**src/rtl/srom_pkg.sv**
```systemverilog
package srom_pkg;
  localparam int unsigned OP_W   = 8;
  localparam int unsigned ADDR_W = 8;
  localparam int unsigned STAT_W = 8;
  localparam logic [OP_W-1:0] OPC_READ = 8'h03;
  localparam logic [OP_W-1:0] OPC_STAT = 8'h05;
  localparam logic [15:0]     WORD0_INIT = 16'hBABA;

  // byte address to word index: low bit dropped
  function automatic logic [ADDR_W-1:0] word_of(input logic [ADDR_W-1:0] a);
    return a >> 1;
  endfunction

  function automatic logic code_known(input logic [OP_W-1:0] op);
    return (op == OPC_READ) || (op == OPC_STAT);
  endfunction
endpackage

```
**src/rtl/srom_edge.sv**
```systemverilog
module srom_edge (
  input  logic clk,
  input  logic rst_n,
  input  logic wr_stb,
  input  logic sck_bit,
  output logic rise
);
  logic prev_q;

  assign rise = wr_stb && sck_bit && !prev_q;

  always_ff @(posedge clk) begin
    if (!rst_n)      prev_q <= 1'b0;
    else if (wr_stb) prev_q <= sck_bit;
  end

  AST_RISE_LEAVES_HIGH: assert property (@(posedge clk) disable iff (!rst_n)
    rise |=> prev_q);
  AST_NO_STB_KEEPS: assert property (@(posedge clk) disable iff (!rst_n)
    !wr_stb |=> !$rose(prev_q));
endmodule

```
**src/rtl/srom_store.sv**
```systemverilog
module srom_store #(
  parameter int unsigned WORDS  = 64,
  parameter int unsigned WORD_W = 16,
  localparam int unsigned IDX_W = $clog2(WORDS)
) (
  input  logic              clk,
  input  logic              rst_n,
  input  logic              ld_en,
  input  logic [IDX_W-1:0]  ld_idx,
  input  logic [WORD_W-1:0] ld_data,
  input  logic [IDX_W-1:0]  rd_idx,
  output logic [WORD_W-1:0] rd_word
);
  import srom_pkg::*;

  logic [WORD_W-1:0] mem_q [WORDS];

  assign rd_word = mem_q[rd_idx];

  always_ff @(posedge clk) begin
    if (!rst_n) begin
      for (int i = 0; i < WORDS; i++)
        mem_q[i] <= (i == 0) ? WORD_W'(WORD0_INIT) : '0;
    end else if (ld_en) begin
      mem_q[ld_idx] <= ld_data;
    end
  end

  AST_LOAD_LANDS: assert property (@(posedge clk) disable iff (!rst_n)
    ld_en |=> (mem_q[$past(ld_idx)] == $past(ld_data)));
  AST_RESET_WORD0: assert property (@(posedge clk)
    $rose(rst_n) |-> (mem_q[0] == WORD_W'(WORD0_INIT)));
endmodule

```
**src/rtl/srom_seq.sv**
```systemverilog
module srom_seq #(
  parameter int unsigned WORDS  = 64,
  parameter int unsigned WORD_W = 16,
  localparam int unsigned IDX_W = $clog2(WORDS),
  localparam int unsigned DC_W  = $clog2(WORD_W + 1)
) (
  input  logic              clk,
  input  logic              rst_n,
  input  logic              rise,
  input  logic              sdi,
  input  logic [WORD_W-1:0] rd_word,
  output logic [IDX_W-1:0]  rd_idx,
  output logic              sdo,
  output logic              err
);
  import srom_pkg::*;

  localparam logic [DC_W-1:0] LAST_RD = DC_W'(WORD_W - 1);
  localparam logic [DC_W-1:0] LAST_ST = DC_W'(STAT_W - 1);

  logic [3:0]        op_cnt_q, adr_cnt_q;
  logic [DC_W-1:0]   dat_cnt_q;
  logic [OP_W-1:0]   opcode_q;
  logic [ADDR_W-1:0] addr_q;
  logic              sdo_q, halt_q;

  logic              in_op, in_addr, in_rdata, in_stat, in_range, step;
  logic [OP_W-1:0]   op_nxt;
  logic [ADDR_W-1:0] widx;
  logic [DC_W-1:0]   bitpos;

  assign in_op    = op_cnt_q < 4'(OP_W);
  assign in_addr  = !in_op && (opcode_q == OPC_READ) && (adr_cnt_q < 4'(ADDR_W));
  assign in_rdata = !in_op && (opcode_q == OPC_READ) && (adr_cnt_q == 4'(ADDR_W));
  assign in_stat  = !in_op && (opcode_q == OPC_STAT);
  assign widx     = word_of(addr_q);
  assign in_range = 32'(widx) < WORDS;
  assign step     = rise && !halt_q;
  assign op_nxt   = {opcode_q[OP_W-2:0], sdi};
  assign bitpos   = LAST_RD - dat_cnt_q;
  assign rd_idx   = IDX_W'(widx);
  assign sdo      = sdo_q;
  assign err      = halt_q;

  always_ff @(posedge clk) begin
    if (!rst_n) begin
      op_cnt_q <= '0; adr_cnt_q <= '0; dat_cnt_q <= '0;
      opcode_q <= '0; addr_q <= '0; sdo_q <= 1'b0; halt_q <= 1'b0;
    end else if (step) begin
      if (in_op) begin
        opcode_q <= op_nxt;
        op_cnt_q <= op_cnt_q + 4'd1;
        if (op_cnt_q == 4'(OP_W - 1) && !code_known(op_nxt)) halt_q <= 1'b1;
      end else if (in_addr) begin
        addr_q    <= {addr_q[ADDR_W-2:0], sdi};
        adr_cnt_q <= adr_cnt_q + 4'd1;
      end else if (in_rdata) begin
        if (!in_range) begin
          halt_q <= 1'b1;
          sdo_q  <= 1'b0;
        end else begin
          sdo_q <= rd_word[bitpos];
          if (dat_cnt_q == LAST_RD) begin
            op_cnt_q <= '0; adr_cnt_q <= '0; dat_cnt_q <= '0;
            opcode_q <= '0; addr_q <= '0;
          end else begin
            dat_cnt_q <= dat_cnt_q + 1'b1;
          end
        end
      end else if (in_stat) begin
        sdo_q <= 1'b0;
        if (dat_cnt_q == LAST_ST) begin
          op_cnt_q <= '0; adr_cnt_q <= '0; dat_cnt_q <= '0;
          opcode_q <= '0; addr_q <= '0;
        end else begin
          dat_cnt_q <= dat_cnt_q + 1'b1;
        end
      end
    end
  end

  AST_IDLE_HOLDS: assert property (@(posedge clk) disable iff (!rst_n)
    !rise |=> $stable({op_cnt_q, adr_cnt_q, dat_cnt_q, opcode_q, addr_q}));
  AST_OP_BOUND: assert property (@(posedge clk) disable iff (!rst_n)
    op_cnt_q <= 4'(OP_W));
  AST_ADDR_BOUND: assert property (@(posedge clk) disable iff (!rst_n)
    adr_cnt_q <= 4'(ADDR_W));
  AST_STAT_ZERO: assert property (@(posedge clk) disable iff (!rst_n)
    (step && in_stat) |=> !sdo_q);
  AST_DONE_CLEAR: assert property (@(posedge clk) disable iff (!rst_n)
    (step && in_rdata && in_range && dat_cnt_q == LAST_RD) |=> (op_cnt_q == 4'd0));
  AST_SDO_HOLD: assert property (@(posedge clk) disable iff (!rst_n)
    !rise |=> $stable(sdo_q));
  AST_ERR_STICKY: assert property (@(posedge clk) disable iff (!rst_n)
    halt_q |=> halt_q);
  AST_HALT_FREEZE: assert property (@(posedge clk) disable iff (!rst_n)
    halt_q |=> $stable(sdo_q));
  AST_RANGE_ERR: assert property (@(posedge clk) disable iff (!rst_n)
    (step && in_rdata && !in_range) |=> (halt_q && !sdo_q));
endmodule

```
**src/rtl/serial_rom_emu.sv**
```systemverilog
module serial_rom_emu #(
  parameter int unsigned WORDS  = 64,
  parameter int unsigned WORD_W = 16,
  localparam int unsigned IDX_W = $clog2(WORDS)
) (
  input  logic              clk,
  input  logic              rst_n,
  input  logic              wr_stb,
  input  logic              sck_bit,
  input  logic              sdi_bit,
  input  logic              load_en,
  input  logic [IDX_W-1:0]  load_idx,
  input  logic [WORD_W-1:0] load_data,
  output logic              sdo_bit,
  output logic              err_flag
);
  logic              sck_rise;
  logic [IDX_W-1:0]  rd_idx;
  logic [WORD_W-1:0] rd_word;

  srom_edge u_edge (
    .clk(clk), .rst_n(rst_n), .wr_stb(wr_stb), .sck_bit(sck_bit), .rise(sck_rise)
  );

  srom_store #(.WORDS(WORDS), .WORD_W(WORD_W)) u_store (
    .clk(clk), .rst_n(rst_n), .ld_en(load_en), .ld_idx(load_idx),
    .ld_data(load_data), .rd_idx(rd_idx), .rd_word(rd_word)
  );

  srom_seq #(.WORDS(WORDS), .WORD_W(WORD_W)) u_seq (
    .clk(clk), .rst_n(rst_n), .rise(sck_rise), .sdi(sdi_bit),
    .rd_word(rd_word), .rd_idx(rd_idx), .sdo(sdo_bit), .err(err_flag)
  );

  AST_RISE_NEEDS_STB: assert property (@(posedge clk) disable iff (!rst_n)
    sck_rise |-> wr_stb);
endmodule

```
**config.mk**
```make
export PLATFORM = sky130hd
export DESIGN_NAME = serial_rom_emu
export DESIGN_NICKNAME = d
export VERILOG_FILES = /design/src/rtl/srom_pkg.sv /design/src/rtl/srom_edge.sv /design/src/rtl/srom_store.sv /design/src/rtl/srom_seq.sv /design/src/rtl/serial_rom_emu.sv
export SDC_FILE = /design/constraint.sdc
export NUM_CORES = 2
export LEC_CHECK = 0
export CAP_MARGIN = 20
export CORE_MARGIN = 3
export CORE_UTILIZATION = 40
export CTS_CLUSTER_SIZE = 20
export DETAILED_ROUTE_END_ITERATION = 6
export GPL_TIMING_DRIVEN = 0
export SLEW_MARGIN = 25
export SYNTH_ARGS = -nofsm -noshare
export SYNTH_HDL_FRONTEND = slang
export SYNTH_SLANG_ARGS = --single-unit
```
**constraint.sdc**
```tcl
create_clock -name clk -period 4.2 [get_ports clk]
set_input_delay 0.84 -clock clk [delete_from_list [all_inputs] [get_ports clk]]
set_output_delay 0.84 -clock clk [all_outputs]
set_load 0.02 [all_outputs]
```
# Word level (Yosys, flattened, before mapping)
# Memory sizes are Yosys's and may differ from the RTL's. A register that Yosys moved wholly into a read port is not among the register bits.
# Cells that the tools add are included.
# word_totals
ram_bits	1024
word_cells	100
ff_bits	32
output_inout_bits	2
mem_count	1
# op_classes
reduce_logical	25
addsub	4
mux	40
n_bitwise	2
eq_ne	16
magnitude_cmp	4
# memory_table
memory	depth	word_bits	rd	rd_clocked_by_memory_dff	wr	line_no	rtl
u_store.mem_q	64	16	1	1	64	srom_store.sv:16	logic [WORD_W-1:0] mem_q [WORDS];
# ops
operator	count
8-bit two-way mux	8
4-bit two-way mux	8
5-bit two-way mux	5
6-bit two-way mux	3
8-bit by 2-bit equality test with 1-bit output, second input constant	2
8-bit by 3-bit equality test with 1-bit output, second input constant	2
16-bit two-way mux	1
16-bit OR reduction	1
1-bit two-way mux	14
3-bit by 2-bit != test with 1-bit output, second input constant	4
6-bit AND reduction	2
3-bit nonzero test	4
5-bit AND reduction	2
4-bit by 1-bit adder with 4-bit output, second input constant	2
1-bit logical AND	8
4-bit < comparator, second input constant	2
7-bit < comparator, second input constant	1
5-bit by 1-bit adder with 5-bit output, second input constant	1
5-bit by 3-bit equality test with 1-bit output, second input constant	1
5-bit by 4-bit equality test with 1-bit output, second input constant	1
5-bit < comparator, second input constant	1
4-bit by 5-bit subtractor with 5-bit output, first input constant	1
1-bit binary-select mux with 4-bit select	1
4-bit by 3-bit equality test with 1-bit output, second input constant	1
other kinds (8)	15

# Depth between registers and ports, before layout
# depth
word_depth	8
ltp_mapped	14
depth_no_buf	9

# Cells and area by module
# A second synthesis with hierarchy kept.
# hier_totals
hier_cells	3205
area_unflattened_um2	48517.8
# modules_own_cells
module	cells_per_inst	n_inst	seq_area_each_um2	area_each_um2
srom_store	3001	1	30749.5	46796.1
srom_seq	199	1	620.6	1680.4
srom_edge	5	1	20.0	41.3

# Least setup slack after synthesis
# OpenSTA, ideal clock, no wires.
# synth_path
kind	input port to flip-flop
start	in load_idx[5]
end	mem u_store.mem_q[32][0] (enable)
arrival_ns	3.032
required_time_ns	3.789
stages	5
slack_ns	0.757
path_cell_list	clkbuf_1 -> or3b_2 -> clkbuf_1 -> clkbuf_1 -> o21ai_0
# synth_rtl
element	line_no	rtl
start, declared	serial_rom_emu.sv:12	input logic [IDX_W-1:0] load_idx,
end, declared	srom_store.sv:16	

==> impl_results.md <==
* Status: complete, but fails checks
* Violated checks: setup timing
* Post-layout minimum cycle time at ~4200 ps
* Max Slew Vio Count at 0
* CTS Sinks at 1,062
* Synth Area per Inst at 14.74 um2
* ANT nets after route at 0
* Sw frac at 22.86%
* RSZ-0062 raised after global routing: false
* Seq pwr share at 52.8%
* Post-synth top flop: edfxtp_1
* Endpoints failing hold at 0
* DRT iter0 DRCs at roughly 4,800
* Clock share of power at 42.2%
* Seq cells post-synth at about 1,100
* Die height at about 360 um
* Io pins at 30
* Cts hold-fix bufs at 0
* Die Span X at between 300 and 400 um
* # setup viols final at 1
* CP endpoint kind: flop
* Top cells by area, synth: edfxtp_1, and2_1, mux4_2
* Pre-CTS WS at -519.2 ps
* WHS at between 400 and 500 ps
* Design Power at 23.23 mW
* Final instance area at about 56,000 um2
* Post-Synthesis Cells at 3,334
* Root Driver: clkbuf_16
* Drt total wl at roughly 190 mm
* # rows at between 100 and 150
* CTS clk-pin slew, worst paths at 60 ps
* Yosys top cell by area: edfxtp_1
* Syn-to-layout area delta at 13.87%
* Die area at approximately 130,000 um2
* Yosys warns at 0
* GR Overflow Total at 0
* Largest net degree at the start of global routing at 20
* TNS Setup at -5.276 ps
* Int Pwr at 17.92 mW
* FMAX at roughly 240 MHz
* Util after Layout at 46.28%
* Nets at 3,545
* Sequential cell area fraction in the yosys report at 64.12%
* Share of the synthesized area in the top cell type at between 60% and 70%
* Net Count, Synth at ~3,400
* Static leakage at about 19 nW
* Netlist Area Pre-Place at between 40,000 and 50,000 um2
* Maximum VDD drop at about 0.32 mV
* Crit path arrival time at approximately 4700 ps
* Wire length of the first global-routing pass at around 250 mm
* Max FO, Critical Path at 10
* Clock tree buffer depth at 3
* Via-per-instance ratio at between 6 and 7
* Setup slack after layout at -5.276 ps
* Global Route Usage Sum at 29.22%
* Area of the core at between 100,000 and 150,000 um2
* Post-Layout Cell Count at about 5,200
* Cell count after placement at roughly 5,000
* Pwr per Cell Area at between 400 and 500 nW/um2
* Post-synth cell types at 74
* Worst-skew pair later-pin latency at between 700 and 800 ps
* Startpoint types: flop
* HP Class: flop to flop
* RD Place Congestion at slightly above 1
* # H-tree levels at 3
* WP data required at roughly 4700 ps
* CTS tree: yes
* Maxcap violations at 0
* DRC errors left at 0
* Initial antenna violation count at 12
* CTS Buf Count at around 110
* Most frequent cells after synthesis: edfxtp_1, and2_1, clkbuf_1
* Initial core utilization at roughly 41%
* Slew headroom at a little under a fifth
* Via count at ~31,000
* Most common cell in the netlist: edfxtp_1
* First-pass iteration count of the detailed router at 6
* WS Path Type: flop to flop
* Gate power share at 5.0%
* Number of flops mapped to enable cells by yosys at about 1,000
* I/O Buffers at 10
* Slew @ Worst Pin at approximately 1200 ps
* Area post-placement at 52,380 um2
* Vias in the first global route at 29,665
* Final period util at 100.1%
* Fraction of layout cells with a size suffix above 1 at around 17%
* Post-CTS Setup Bufs at 0
* Worst Clk Skew at about 21 ps
* Wire length per cell at approximately 36 um
* Ys async rst share at 0%
* Psw at around 5.3 mW
* Dpl hpwl at approximately 130 mm
[cell type report]
| type | instances | area [um2] |
|---|---|---|
| timing repair buffer | 67 | 850.8 |
| multi-input combinational | 1956 | 16290 |
| fill | 10617 | 64960 |
| buffer | 306 | 1725 |
| sequential | 1062 | 31510 |
| inverter | 9 | 36.28 |
| clock inverter | 73 | 656.9 |
| clock buffer | 134 | 2864 |
| tap | 1612 | 2017 |
| antenna | 6 | 15.01 |
[final timing paths]
check,cells after the start,from,slack (ps),endpoint
max reg2reg,11,flop,-5,u_seq.sdo
min,2,u_seq.adr_cnt_q[3],500,u_seq.adr_cnt_q[3]
min reg2reg,2,u_seq.adr_cnt_q[3],500,u_seq.adr_cnt_q[3]
max,11,flop,-5,u_seq.sdo
[critical path: stages, from the launching register on]
cell and delay (ps):
dfxtp_1 310, buf_4 360, nand2b_1 180, buf_2 430, buf_1 920, o221ai_1 370
o22ai_1 250, nor3_1 70, nor4_1 580, a211oi_1 170, o22ai_1 160, o21ai_1 200
[metal layers]
| metal | vias up | wire (um) | global-route usage (%) |
|---|---|---|---|
| li1 | 12690 | - | - |
| met1 | 16349 | 73520 | 40.90 |
| met2 | 2049 | 83590 | 43.91 |
| met3 | 320 | 21810 | 6.978 |
| met4 | 2 | 8041 | 11.88 |
| met5 | - | 14 | 0 |
[placed cells by master, fill, tap and decap left out, drive strengths merged, types with 6 or more instances in the layout]
cell type      instances
a211oi                 7
a21oi                 37
a22oi                 25
and2                1015
and3                  10
buf                  148
bufinv                10
clkbuf               349
clkdlybuf4s50         10
clkinv                55
dfxtp                 38
diode                  6
edfxtp              1024
inv                   14
mux2i                139
mux4                 212
nand2                 72
nand3                 15
nand4                 14
nor2                 106
nor2b                 13
nor3                  41
nor4                   8
o21ai                 83
o221ai                42
o22ai                 31
or2                   13
[sequential cells by signal (all words and copies together) (netlist names), named ones only]
| signal | cells |
|---|---|
| u_edge.prev_q | 1 |
| u_seq.addr_q | 8 |
| u_seq.adr_cnt_q | 4 |
| u_seq.dat_cnt_q | 5 |
| u_seq.err | 1 |
| u_seq.op_cnt_q | 4 |
| u_seq.opcode_q | 8 |
| u_seq.sdo | 1 |
| u_store.mem_q | 1024 |
[cell families (layout without fill, tap and decap cells)]
kind of cell | after synthesis | count (layout) | share of synthesized area [%]
simple gates | 1339 | 1339 | 16.18
flops | 1062 | 1062 | 64.12
mux | 352 | 352 | 12.67
buf+inv | 316 | 589 | 3.422
compound gates | 255 | 255 | 3.401
xor+xnor | 6 | 6 | 0.1069
fa+ha+maj | 4 | 4 | 0.1018
other cells | 0 | 6 | 0
[power by group through the flow]
| stage | registers, mW | clock network (mW) | logic [mW] |
|---|---|---|---|
| global placement | 12.5 | 0 | 1.01 |
| finish | 12.3 | 9.80 | 1.16 |
| global route | 12.3 | 10.2 | 1.18 |
| CTS | 12.3 | 9.81 | 1.13 |
| floorplan | 12.4 | 0 | 0.515 |
| detailed placement | 12.5 | 0 | 1.13 |
[what timing repair did]
action,CTS,global route
setup endpoints to repair,1,1
resized for setup,18,1
gates cloned,0,0
endpoints found under the hold margin,0,0
No activity file was read; power rests on OpenSTA's default activity.
